--- config.mk ---
export PLATFORM = sky130hd
export DESIGN_NAME = cseq_top
export DESIGN_NICKNAME = d
export VERILOG_FILES = /design/src/rtl/cseq_pkg.sv /design/src/rtl/cseq_pin_filter.sv /design/src/rtl/cseq_por_hold.sv /design/src/rtl/cseq_settle_timer.sv /design/src/rtl/cseq_top.sv
export SDC_FILE = /design/constraint.sdc
export NUM_CORES = 1
export LEC_CHECK = 0
export ABC_AREA = 1
export BUFFER_PORTS_ARGS = -buffer_cell sky130_fd_sc_hd__buf_2
export CAP_MARGIN = 20
export CELL_PAD_IN_SITES_DETAIL_PLACEMENT = 0
export CELL_PAD_IN_SITES_GLOBAL_PLACEMENT = 2
export CORE_MARGIN = 5
export CORE_UTILIZATION = 38
export CTS_BUF_LIST = sky130_fd_sc_hd__clkbuf_4
export DETAILED_ROUTE_END_ITERATION = 16
export GPL_TIMING_DRIVEN = 0
export PLACE_DENSITY_LB_ADDON = 0.1
export SYNTH_ARGS = -nofsm -noshare
export SYNTH_HDL_FRONTEND = slang
export SYNTH_HIERARCHICAL = 1
export SYNTH_SLANG_ARGS = --single-unit
--- constraint.sdc ---
create_clock -name clk -period 4.8 [get_ports clk]
set_input_delay 0.24 -clock clk [delete_from_list [all_inputs] [get_ports clk]]
set_output_delay 0.24 -clock clk [all_outputs]
set_load 0.005 [all_outputs]
--- src/rtl/cseq_pkg.sv ---
package cseq_pkg;

    localparam int unsigned SCLK_W = 4;
    localparam logic [SCLK_W-1:0] CMD_LAST_EDGE = 4'd8;

    typedef enum logic [2:0] {
        ST_HOLD   = 3'd0,
        ST_PDN    = 3'd1,
        ST_RST    = 3'd2,
        ST_SETTLE = 3'd3,
        ST_RUN    = 3'd4,
        ST_STBY   = 3'd5
    } seq_st_e;

    typedef enum logic [1:0] {
        CMD_NONE    = 2'd0,
        CMD_RESET   = 2'd1,
        CMD_STANDBY = 2'd2,
        CMD_WAKE    = 2'd3
    } cmd_e;

    typedef enum logic [1:0] {
        MODE_RUN  = 2'd0,
        MODE_STBY = 2'd1,
        MODE_PDN  = 2'd2,
        MODE_RST  = 2'd3
    } pmode_e;

    typedef struct packed {
        logic por_ok;
        logic pdn_hold;
        logic rst_hold;
        logic cmd_fire;
        cmd_e cmd;
    } seq_req_t;

    function automatic pmode_e mode_of(seq_st_e s);
        case (s)
            ST_STBY:           return MODE_STBY;
            ST_PDN:            return MODE_PDN;
            ST_SETTLE, ST_RUN: return MODE_RUN;
            default:           return MODE_RST;
        endcase
    endfunction

    function automatic logic clears_cfg(seq_st_e s);
        return (s == ST_HOLD) || (s == ST_PDN) || (s == ST_RST);
    endfunction

endpackage

--- src/rtl/cseq_pin_filter.sv ---
module cseq_pin_filter #(
    parameter int unsigned STAGES  = 2,
    parameter int unsigned MIN_LOW = 2
) (
    input  logic clk_i,
    input  logic srst_i,
    input  logic pin_n_i,
    output logic hold_o
);
    localparam int unsigned RW = $clog2(MIN_LOW + 1);
    localparam logic [RW-1:0] RUN_MAX = RW'(MIN_LOW);

    logic [STAGES-1:0] chain;
    logic              pin_low;
    logic [RW-1:0]     run;

    always_ff @(posedge clk_i) begin
        chain[0] <= pin_n_i;
        for (int i = 1; i < STAGES; i++) begin
            chain[i] <= chain[i-1];
        end
    end

    assign pin_low = !chain[STAGES-1];

    always_ff @(posedge clk_i) begin
        if (srst_i || !pin_low) begin
            run <= '0;
        end else if (run != RUN_MAX) begin
            run <= run + 1'b1;
        end
    end

    assign hold_o = (run == RUN_MAX);

    // a qualified hold always follows a synchronised low sample
    p_pin_width_r3: assert property (@(posedge clk_i) disable iff (srst_i)
        hold_o |-> $past(pin_low));

endmodule

--- src/rtl/cseq_por_hold.sv ---
module cseq_por_hold #(
    parameter int unsigned HOLD_CYCLES = 65536
) (
    input  logic clk_i,
    input  logic srst_i,
    output logic done_o
);
    localparam int unsigned CW = $clog2(HOLD_CYCLES + 1);
    localparam logic [CW-1:0] CNT_END = CW'(HOLD_CYCLES);

    logic [CW-1:0] cnt;

    always_ff @(posedge clk_i) begin
        if (srst_i) begin
            cnt <= '0;
        end else if (cnt != CNT_END) begin
            cnt <= cnt + 1'b1;
        end
    end

    assign done_o = (cnt == CNT_END);

    // once released, the hold stays released while supplies stay good
    p_por_sticky_r1: assert property (@(posedge clk_i) disable iff (srst_i)
        done_o |=> done_o);

endmodule

--- src/rtl/cseq_settle_timer.sv ---
module cseq_settle_timer #(
    parameter int unsigned FULL_CYCLES = 258436,
    parameter int unsigned WAKE_TRIM   = 2
) (
    input  logic clk_i,
    input  logic srst_i,
    input  logic run_i,
    input  logic load_i,
    input  logic trim_i,
    output logic fire_o
);
    localparam int unsigned TW = $clog2(FULL_CYCLES + 1);
    localparam logic [TW-1:0] FULL_V  = TW'(FULL_CYCLES);
    localparam logic [TW-1:0] SHORT_V = TW'(FULL_CYCLES - WAKE_TRIM);
    localparam logic [TW-1:0] ONE_V   = TW'(1);

    logic [TW-1:0] cnt;

    always_ff @(posedge clk_i) begin
        if (srst_i || !run_i) begin
            cnt    <= '0;
            fire_o <= 1'b0;
        end else if (load_i) begin
            cnt    <= trim_i ? SHORT_V : FULL_V;
            fire_o <= 1'b0;
        end else begin
            fire_o <= (cnt == ONE_V);
            if (cnt != '0) begin
                cnt <= cnt - 1'b1;
            end
        end
    end

    // the settle strobe is a single cycle
    p_fire_single_r6: assert property (@(posedge clk_i) disable iff (srst_i)
        fire_o |=> !fire_o);

    // a strobe is only produced while settling was requested
    p_fire_in_run_r6: assert property (@(posedge clk_i) disable iff (srst_i)
        fire_o |-> $past(run_i));

endmodule

--- src/rtl/cseq_top.sv ---
module cseq_top #(
    parameter int unsigned POR_CYCLES    = 65536,
    parameter int unsigned SETTLE_CYCLES = 258436,
    parameter int unsigned WAKE_TRIM     = 2,
    parameter int unsigned SYNC_STAGES   = 2,
    parameter int unsigned RST_MIN_LOW   = 2
) (
    input  logic       clk,
    input  logic       sup_ana_ok_i,
    input  logic       sup_dig_ok_i,
    input  logic       rst_pin_n_i,
    input  logic       pdn_pin_n_i,
    input  logic [1:0] cmd_code_i,
    input  logic [3:0] sclk_edges_i,
    output logic       gbl_rst_o,
    output logic       cfg_load_o,
    output logic       conv_sync_o,
    output logic [1:0] pwr_mode_o,
    output logic       drdy_n_o
);
    import cseq_pkg::*;

    logic     srst;
    logic     cmd_hit, cmd_hit_q;
    logic     settle_done;
    logic     enter_settle;
    logic     sync_q;
    seq_req_t req;
    seq_st_e  st, nxt;

    assign srst = !(sup_ana_ok_i && sup_dig_ok_i);

    cseq_por_hold #(.HOLD_CYCLES(POR_CYCLES)) u_por (
        .clk_i  (clk),
        .srst_i (srst),
        .done_o (req.por_ok)
    );

    cseq_pin_filter #(.STAGES(SYNC_STAGES), .MIN_LOW(RST_MIN_LOW)) u_rst_pin (
        .clk_i   (clk),
        .srst_i  (srst),
        .pin_n_i (rst_pin_n_i),
        .hold_o  (req.rst_hold)
    );

    cseq_pin_filter #(.STAGES(SYNC_STAGES), .MIN_LOW(1)) u_pdn_pin (
        .clk_i   (clk),
        .srst_i  (srst),
        .pin_n_i (pdn_pin_n_i),
        .hold_o  (req.pdn_hold)
    );

    // command acts on the first clock edge that sees the last serial edge
    assign cmd_hit      = (cmd_code_i != CMD_NONE) && (sclk_edges_i == CMD_LAST_EDGE);
    assign req.cmd_fire = cmd_hit && !cmd_hit_q;
    assign req.cmd      = cmd_e'(cmd_code_i);

    always_ff @(posedge clk) begin
        if (srst) cmd_hit_q <= 1'b0;
        else      cmd_hit_q <= cmd_hit;
    end

    always_comb begin
        nxt = st;
        if (!req.por_ok) begin
            nxt = ST_HOLD;
        end else if (req.pdn_hold) begin
            nxt = ST_PDN;
        end else if (req.rst_hold) begin
            nxt = ST_RST;
        end else if (req.cmd_fire && req.cmd == CMD_RESET) begin
            nxt = ST_RST;
        end else begin
            case (st)
                ST_HOLD, ST_PDN, ST_RST: nxt = ST_SETTLE;
                ST_SETTLE: begin
                    if (req.cmd_fire && req.cmd == CMD_STANDBY) nxt = ST_STBY;
                    else if (settle_done)                       nxt = ST_RUN;
                end
                ST_RUN: begin
                    if (req.cmd_fire && req.cmd == CMD_STANDBY) nxt = ST_STBY;
                end
                ST_STBY: begin
                    if (req.cmd_fire && req.cmd == CMD_WAKE) nxt = ST_SETTLE;
                end
                default: nxt = ST_HOLD;
            endcase
        end
    end

    assign enter_settle = (nxt == ST_SETTLE) && (st != ST_SETTLE);

    always_ff @(posedge clk) begin
        if (srst) begin
            st     <= ST_HOLD;
            sync_q <= 1'b0;
        end else begin
            st     <= nxt;
            sync_q <= enter_settle;
        end
    end

    cseq_settle_timer #(.FULL_CYCLES(SETTLE_CYCLES), .WAKE_TRIM(WAKE_TRIM)) u_settle (
        .clk_i  (clk),
        .srst_i (srst),
        .run_i  (nxt == ST_SETTLE),
        .load_i (enter_settle),
        .trim_i (st == ST_STBY),
        .fire_o (settle_done)
    );

    assign gbl_rst_o   = (st == ST_HOLD);
    assign cfg_load_o  = clears_cfg(st);
    assign conv_sync_o = sync_q;
    assign pwr_mode_o  = mode_of(st);
    assign drdy_n_o    = !settle_done;

    // the global reset always reloads the defaults
    p_gbl_load_r1: assert property (@(posedge clk) disable iff (srst)
        gbl_rst_o |-> cfg_load_o);

    // a reset command reaching the last serial edge loads defaults next cycle
    p_cmd_edge_r4: assert property (@(posedge clk) disable iff (srst)
        (req.cmd_fire && req.cmd == CMD_RESET) |=> cfg_load_o);

    // the restart pulse is one cycle wide
    p_sync_pulse_r5: assert property (@(posedge clk) disable iff (srst)
        conv_sync_o |=> !conv_sync_o);

    // data-ready appears only in the run mode
    p_drdy_run_r6: assert property (@(posedge clk) disable iff (srst)
        !drdy_n_o |-> (pwr_mode_o == MODE_RUN));

    // a qualified power-down request forces the power-down mode
    p_pdn_mode_r8: assert property (@(posedge clk) disable iff (srst)
        (req.pdn_hold && req.por_ok) |=> (pwr_mode_o == MODE_PDN));

    // standby never reports data and never clears the registers
    p_stby_quiet_r9: assert property (@(posedge clk) disable iff (srst)
        (pwr_mode_o == MODE_STBY) |-> (drdy_n_o && !cfg_load_o));

    // a wake-up while running starts no new conversion sequence
    p_wake_ignored_r10: assert property (@(posedge clk) disable iff (srst)
        (st == ST_RUN && req.cmd_fire && req.cmd == CMD_WAKE
         && !req.pdn_hold && !req.rst_hold) |=> !conv_sync_o);

endmodule

# Word level (Yosys, flattened, before mapping)
# Cells that the tools add are included.
# W data, S select, Z words.
# totals
regBits	48
# classes
n_reduce_logical	23
eq_ne	16
add_sub_neg	4
muxes	14
# ops
operator	n
$mux W18	2
$mux W3	9
$eq A18 B1 Y1 const B	1
$reduce_bool A18 Y1	1
$sub A18 B1 Y18 const B	1
$add A17 B1 Y17 const B	1
$eq A17 B17 Y1 const B	1
$ne A17 B17 Y1 const B	1
$pmux W3 S4	1
$eq A3 B2 Y1 const B	3
$logic_and A1 B1 Y1	7
$eq A2 B2 Y1 const B	3
$eq A3 B3 Y1 const B	2
$pmux W2 S3	1
$logic_or A1 B1 Y1	5
$eq A4 B4 Y1 const B	1
$logic_not A1 Y1	4
$reduce_bool A2 Y1	2
$reduce_or A2 Y1	2
$eq A3 B1 Y1 const B	1
$logic_not A3 Y1	1
$ne A3 B2 Y1 const B	1
$reduce_or A3 Y1	1
$add A2 B1 Y2 const B	1
other kinds (4)	4

# Depth between registers and ports, before layout
# Gate-level depths: netlist of run 1.
# depth
depth_word	14
depth_mapped	17
ltp_nobuf	17

# By module
# The synthesis of run 1 kept the hierarchy.
# modules_own_cells
module	instances	cells_each	seq_area_each_um2	area_per_inst_um2
cseq_settle_timer	1	172	380.4	1171.1
cseq_por_hold	1	155	340.3	974.7
cseq_top	1	78	100.1	456.7
cseq_pin_filter (u_rst_pin)	1	18	80.1	162.7
cseq_pin_filter (u_pdn_pin)	1	4	60.1	63.8

# Worst setup path before layout of run 1
# OpenSTA, ideal clock, no wires.
# synth_path
path_type	flip-flop to flip-flop
startpoint	register u_por.cnt[0]
endpoint	register u_settle.cnt[1]
t_arrival_ps	2120
setup_ps	132
period_less_slack_ps	2252
path_buffers	1
stages_incl_launch_ff	15
path_slack_ps	2548
required_time_ps	4668
cell_sequence	dfxtp_1 > inv_1 > ha_1 > nand3_1 > nor4_1 > inv_1 > nor2_1 > nand2_2 > inv_1 > nand4_2 > inv_1 > inv_1 > clkbuf_1 > nand3_1 > a21oi_1
# synth_lines
item	line_no	text
start: declaration	cseq_por_hold.sv:11	logic [CW-1:0] cnt;
start signal: assignment	cseq_por_hold.sv:17	cnt <= cnt + 1'b1;
end signal: assignment	cseq_settle_timer.sv:24	cnt <= trim_i ? SHORT_V : FULL_V;
end signal: assignment	cseq_settle_timer.sv:29	cnt <= cnt - 1'b1;
end: declaration	cseq_settle_timer.sv:17	logic [TW-1:0] cnt;

==> qor.csv, run 1 <==
stage,metric,value,unit
layout,seqCellArea,961,µm²
logic_synthesis,syn_nets,444,
global_routing,grt.total_usage,14.4,%
sta,hold_violations,0,
cts,cts_tree,done,
drt,drt_iter0_markers,80,
logic_synthesis,seq_area_frac_synth,34.0,%
layout,layoutNonFillerInstCount,552,
floorplan,die_area,9270,µm²
setup_path,crit_type,register to register,
layout,area_delta_synth_final,10.7,%
setup_path,arrival,3.12,ns
setup_path,start_kind,register,
logic_synthesis,syn_inst,427,
setup_path,r2r_cells,13,
logic_synthesis,synth_edf_count,0,
sta,slew_violations,0,
sta,clock.fmax,354,MHz
layout,fill_cells,786,
floorplan,rows,31,
setup_path,r2r_setup_slack,1.98,ns
drt,vias_per_cell,4.65,
layout,layout-drive-gt1-share,15.5,%
global_routing,grt_max_degree,16,
placed_design,dp.cells,542,
sta,timing.hold.ws,0.181,ns
layout,diodes,0,
floorplan,io_pins,17,
layout,finalNetCount,469,
logic_synthesis,synth.distinct_cells,34,
floorplan,core_area,7250,µm²
sta,fin_crit_sh,58.8,%
drt,drt-pass1-iter-count,5,
setup_path,timing.rr.start,u_por/cnt[0]$_SDFFE_PP0P_,
power,power_leakage,1.44,nW
layout,fin_area,3130,µm²
sta,rsz0062_at_grt,false,
cts,post_cts_resize_count,0,
flow_run,cap_violations,0,
sta,period_needed,2.82,ns
power,p_per_area,216,nW/µm²
sta,worstMarginPinSlew,0.583,ns
cts,clk_pin_slew,0.15,ns
min_path,whs_path_depth,4,
logic_synthesis,yosys_warnings,6,
setup_path,regToRegEndpoint,u_settle/cnt[9]$_SDFFE_PP0P_,
drt,remaining_drc_errors,0,
cts,clock_path_buffers,2,
placed_design,placed_area,3030,µm²
floorplan,die_w,96.3,µm
logic_synthesis,ys.flop_type,dfxtp_1,
drt,wl_per_cell,11.2,µm
logic_synthesis,synth_seq_cells,48,
cts,clock-root-buffer,clkbuf_4,
setup_path,critical_path_required,5.09,ns
setup_path,cp-end-kind,register,
floorplan,die_h,96.3,µm
min_path,hold_class,input port to register,
cts,clk_latency,0.36,ns
placed_design,numPortBuffers,16,
global_routing,grt_pass1_wl,10.4,mm
placed_design,gp_congestion,0.764,
cts,cts_hold_buf,2,
setup_path,critical_path.endpoint,u_settle/cnt[9]$_SDFFE_PP0P_,
cts,htreeDepth,2,
cts,clock_sinks,48,
sta,fin_worst_skew,0.00886,ns
cts,post-cts-setup-buffers,0,
global_routing,grt_pass1_vias,2263,
global_routing,antenna_found_initial,0,
logic_synthesis,synth-async-reset-ratio,0,%
cts,cts_buffers,5,
power,peakVddDrop,0.0000940,V
placed_design,hpwl,4.75,mm
setup_path,critical_path.max_fanout,10,
drt,vias,2568,
setup_path,startpoint,u_por/cnt[0]$_SDFFE_PP0P_,
floorplan,start_util,39.0,%
drt,ant_nets,0,
global_routing,overflow,0,
logic_synthesis,syn_area,2830,µm²
sta,slew_headroom,60.8,%
sta,finalSetupViolations,0,
layout,multiInputGateArea,1630,µm²
outcome,outcome,finished clean,
logic_synthesis,avgSynthCellArea,6.63,µm²
sta,final.setup.tns,0,ns
drt,drt-total-wl,6.17,mm
==> cell families after synthesis <==
| group | after synthesis | share of synthesized area [%] |
|---|---|---|
| AND/OR/NAND/NOR | 274 | 47.4 |
| buffers and inverters | 63 | 8.54 |
| flip-flops | 48 | 34.0 |
| AO/OA/AOI/OAI | 33 | 6.50 |
| adder cells (fa/ha/maj) | 6 | 2.65 |
| XOR/XNOR | 3 | 0.929 |
==> layer usage <==
| layer | part of all wire (%) | global-route usage [%] |
|---|---|---|
| met1 | 54 | 20.8 |
| met5 | 0 | 0 |
| met3 | 3.9 | 2.66 |
| met4 | 0.88 | 3.55 |
| met2 | 41 | 21.9 |
==> state kept, by name, indices dropped and copies added, names as in the netlist, 2 cells and up <==
register	flops
u_por/cnt	17
u_settle/cnt	18
u_rst_pin/run	2
u_pdn_pin/chain	2
st	3
u_rst_pin/chain	2
==> per-stage QoR <==
step / setup slack (ns) / util, % / power [mW]
final: 1.98 / 43.2 / 0.677
after global routing: 1.51 / 43.2 / 0.710
after CTS: 1.92 / 43.2 / 0.692
after detailed placement: 1.97 / 41.8 / 0.439
after global placement: 1.97 / 41.8 / 0.439
after floorplan: 2.55 / - / 0.430
==> cells in the final DEF (no fill, tap or decap), drive strengths merged <==
| cell | instances |
|---|---|
| o21ai | 9 |
| o21bai | 3 |
| dfxtp | 48 |
| nor3b | 1 |
| a311oi | 1 |
| nand3 | 37 |
| and2 | 1 |
| buf | 18 |
| a21oi | 20 |
| nand4 | 10 |
| nand3b | 5 |
| or2 | 2 |
| bufinv | 1 |
| xor2 | 3 |
| clkinv | 4 |
| nor4 | 2 |
| ha | 6 |
| nor2 | 97 |
| dlygate4sd3 | 2 |
| inv | 57 |
| nor3 | 5 |
| clkbuf | 7 |
| nand2 | 114 |
==> report_power, final <==
group,switching [mW],total (mW),internal (mW)
logic,0.0159,0.0268,0.0109
registers,0.00233,0.404,0.402
clock network,0.137,0.246,0.109
total,0.155,0.677,0.522
==> worst min path at each step <==
stage | from | endpoint | slack [ns]
6_report | sclk_edges_i[1] | cmd_hit_q$_SDFF_PN0_ | 0.18
2_1_floorplan | pdn_pin_n_i | u_pdn_pin/chain[0]$_DFF_P_ | 0.27
3_5_place_dp | u_pdn_pin/chain[0]$_DFF_P_ | u_pdn_pin/chain[1]$_DFF_P_ | 0.31
4_1_cts | sclk_edges_i[1] | cmd_hit_q$_SDFF_PN0_ | 0.16
5_1_grt | sclk_edges_i[1] | cmd_hit_q$_SDFF_PN0_ | 0.17
3_3_place_gp | u_rst_pin/chain[0]$_DFF_P_ | u_rst_pin/chain[1]$_DFF_P_ | 0.31
==> synth_stat cells (all sizes together) (2+ instances only) <==
library cell	n	share of area (%)
a21oi	20	3.8
buf	2	0.44
clkbuf	2	0.27
clkinv	2	0.27
dfxtp	48	34
ha	6	2.7
inv	57	7.6
nand2	114	17
nand3	37	7.1
nand3b	5	1.3
nand4	10	3.2
nor2	97	17
nor3	5	1.3
nor4	2	0.44
o21ai	9	1.6
o21bai	3	0.80
or2	2	0.44
xor2	3	0.93
==> worst max-delay path: stages (launching register included) <==
cell and delay [ns]:
dfxtp_1 0.39, inv_1 0.12, ha_1 0.18, nand3_1 0.12
nor4_1 0.47, inv_1 0.08, nor2_1 0.17, nand2_2 0.09
nor2_1 0.11, inv_1 0.04, nor2_1 0.29, inv_1 0.13
clkbuf_1 0.30, nor3_1 0.26
==> layout make-up <==
type / count / area share [%]
Buffer: 4 / 0.639
Multi-Input combinational cell: 316 / 51.9
Tap cell: 99 / 3.95
Clock buffer: 5 / 1.20
Timing Repair Buffer: 18 / 3.19
Sequential cell: 48 / 30.7
Clock inverter: 3 / 1.36
Inverter: 59 / 7.07
Power figures use the tool's default switching activity.
==> run 2: changes to the inputs <==
--- a/config.mk
+++ b/config.mk
@@ -5,13 +5,13 @@
 export SDC_FILE = /design/constraint.sdc
 export NUM_CORES = 1
 export LEC_CHECK = 0
-export ABC_AREA = 1
+export ABC_AREA = 0
 export BUFFER_PORTS_ARGS = -buffer_cell sky130_fd_sc_hd__buf_2
 export CAP_MARGIN = 20
 export CELL_PAD_IN_SITES_DETAIL_PLACEMENT = 0
 export CELL_PAD_IN_SITES_GLOBAL_PLACEMENT = 2
 export CORE_MARGIN = 5
-export CORE_UTILIZATION = 38
+export CORE_UTILIZATION = 39
 export CTS_BUF_LIST = sky130_fd_sc_hd__clkbuf_4
 export DETAILED_ROUTE_END_ITERATION = 16
 export GPL_TIMING_DRIVEN = 0
==> constraint.sdc (replaced) <==
create_clock -name clk -period 2.67 [get_ports clk]
set_input_delay 0.1335 -clock clk [delete_from_list [all_inputs] [get_ports clk]]
set_output_delay 0.1335 -clock clk [all_outputs]
set_load 0.005 [all_outputs]
==> qor.csv, run 2 <==
stage,metric,value,unit
layout,largest_reg_flops,18,
global_routing,grt.met3_usage,3.11,%
floorplan,start_util,40.6,%
floorplan,die_w,92,µm
layout,diodes,0,
setup_path,crit_type,register to register,
floorplan,die_area,8460,µm²
cts,htreeDepth,2,
global_routing,grt_pass1_vias,2270,
drt,vias,2419,
setup_path,arrival,2.96,ns
placed_design,gp_congestion,0.791,
layout,seqCellArea,966,µm²
layout,layout_common_cells,"dfxtp_1, nor2_1, a21oi_1",
logic_synthesis,synth.distinct_cells,59,
logic_synthesis,avgSynthCellArea,8.60,µm²
logic_synthesis,yosys_warnings,6,
power,power,1.21,mW
placed_design,hpwl,4.40,mm
global_routing,met1_usage,22.6,%
floorplan,core_area,6460,µm²
outcome,outcome,finished clean,
cts,clock_path_buffers,2,
layout,fill_cells,639,
layout,finalNetCount,365,
logic_synthesis,seq_area_frac_synth,36.6,%
placed_design,post-place-ws,-0.831,ns
sta,hold_violations,0,
sta,slew_headroom,53.6,%
sta,fin_crit_sh,99.7,%
layout,layoutNonFillerInstCount,426,
drt,wl_per_cell,15.1,µm
layout,area_delta_synth_final,21.8,%
logic_synthesis,synth_edf_count,0,
sta,finalSetupViolations,0,
power,p_per_area,377,nW/µm²
layout,fin_area,3190,µm²
cts,clk_latency,0.36,ns
placed_design,numPortBuffers,16,
drt,ant_nets,0,
layout,multiInputGateArea,1680,µm²
drt,remaining_drc_errors,0,
global_routing,grt_pass1_wl,11.0,mm
global_routing,grt_use_met2,24.1,%
logic_synthesis,synth_most_common_cell,dfxtp_1,
logic_synthesis,syn_inst,305,
setup_path,cp-end-kind,register,
sta,worst_slack,0.00687,ns
setup_path,critical_path_required,2.97,ns
setup_path,start_kind,register,
sta,period_needed,2.66,ns
sta,slew_violations,0,
cts,cts_tree,done,
power,peakVddDrop,0.000249,V
global_routing,grt_max_degree,17,
drt,drt-total-wl,6.45,mm
logic_synthesis,syn_nets,322,
floorplan,rows,29,
drt,drt_iter0_markers,86,
placed_design,dp.cells,398,
floorplan,io_pins,17,
sta,rsz0062_at_grt,true,
layout,layout-drive-gt1-share,26.6,%
logic_synthesis,synth_seq_cells,48,
min_path,min_from,cmd_code_i[0],
setup_path,startpoint,u_por/cnt[0]$_SDFFE_PP0P_,
layout,largest_register,u_settle/cnt,
global_routing,grt.total_usage,15.7,%
logic_synthesis,ys.flop_type,dfxtp_1,
setup_path,critical_path.max_fanout,5,
layout,fin_util,49.4,%
logic_synthesis,yosys-top-cells-count,"dfxtp_1, nor2_1, a21oi_1",
logic_synthesis,synth_area_leaders,"dfxtp_1, a21oi_1, nor2_1",
logic_synthesis,synth_area_leader_cell,dfxtp_1,
drt,vias_per_cell,5.68,
sta,fin_worst_skew,0.00922,ns
sta,worstMarginPinSlew,0.690,ns
flow_run,cap_violations,0,
cts,clock_sinks,48,
global_routing,antenna_found_initial,0,
min_path,hold_class,input port to register,
cts,clock-root-buffer,clkbuf_4,
cts,cts_buffers,5,
floorplan,die_h,92,µm
layout,layout_commonest_cell,dfxtp_1,
global_routing,busiest_layer,met2,
placed_design,placed_area,2800,µm²
cts,clk_pin_slew,0.14,ns
logic_synthesis,syn_area,2620,µm²
logic_synthesis,yosys.area.top_type_share,36.6,%
power,power_leakage,1.20,nW
sta,clock.fmax,375,MHz
logic_synthesis,synth-async-reset-ratio,0,%
drt,drt-pass1-iter-count,4,
setup_path,timing.rr.start,u_por/cnt[0]$_SDFFE_PP0P_,
layout,largestRegisters,"u_settle/cnt: 18 flops, u_por/cnt: 17 flops, st: 3 flops",
global_routing,overflow,0,
## run 2: cell count changes in the layout (fill, tap and decap cells not counted), sizes merged, moves of 9 or more
cell	change
buf	+18
or4	+9
nand2b	+9
nor4	+10
nand3	-27
inv	-42
or3	+14
nand2	-98
nor2	-70
## run 2: cell families (layout without fill, tap and decap cells)
family | Yosys count | in the layout | share of synthesized area [%]
flops | 48 | 48 | 36.6
mux | 10 | 10 | 4.10
compound gates | 73 | 73 | 19.9
simple gates | 139 | 140 | 31.5
xor+xnor | 3 | 3 | 1.00
buf+inv | 26 | 69 | 3.91
fa+ha+maj | 6 | 6 | 2.86
## run 2: final timing paths
kind,endpoint,slack (ns),depth (start not counted)
max,u_settle/cnt[6]$_SDFFE_PP0P_,0.007,14
min,cmd_hit_q$_SDFF_PN0_,0.05,3
max reg2reg,u_settle/cnt[6]$_SDFFE_PP0P_,0.007,14
min reg2reg,u_pdn_pin/chain[1]$_DFF_P_,0.35,0
## run 2: layer usage
metal	routed length [µm]	vias to the layer above
met5	0	-
met4	53	0
met3	226	7
met2	2810	34
met1	3360	1141
li1	-	1237
## run 2: what timing repair did
item | 4_1_cts | 5_1_grt
hold endpoints to repair | 3 | 0
pin swaps | 6 | 9
gates resized for setup | 27 | 11
gates cloned | 1 | 1
setup buffers | 10 | 5
setup endpoints to repair | 19 | 19
hold buffers | 4 | 0
## run 2: worst max-delay path: stages, from the launching register on
cell and delay, ns:
dfxtp_4 0.38, inv_4 0.06, ha_4 0.12, nor4b_4 0.18
nand4_1 0.22, inv_2 0.16, nand2b_4 0.09, a2111oi_4 0.34
a211oi_4 0.07, nor3b_2 0.17, buf_4 0.16, nand2b_4 0.08
buf_4 0.14, or3_1 0.30, mux2i_1 0.13
## run 2: per-stage QoR
stage | setup TNS [ns] | hold slack, ns
3_3_place_gp | -11.41 | 0.236
5_1_grt | -2.01 | 0.0893
4_1_cts | 0 | 0.0281
3_5_place_dp | -10.74 | 0.240
6_report | 0 | 0.0525
2_1_floorplan | 0 | 0.161
## run 2: report_power, final
group | internal (mW) | switching, mW
combinational | 0.0251 | 0.0266
clock | 0.192 | 0.236
sequential | 0.722 | 0.00372
total | 0.939 | 0.266
## run 2: final cells by class
type	count	area share, %
multi-input combinational	232	52.7
sequential	48	30.3
timing repair buffer	36	8.07
tap	77	3.02
inverter	15	1.84
buffer	10	1.80
clock buffer	5	1.18
clock inverter	3	1.18
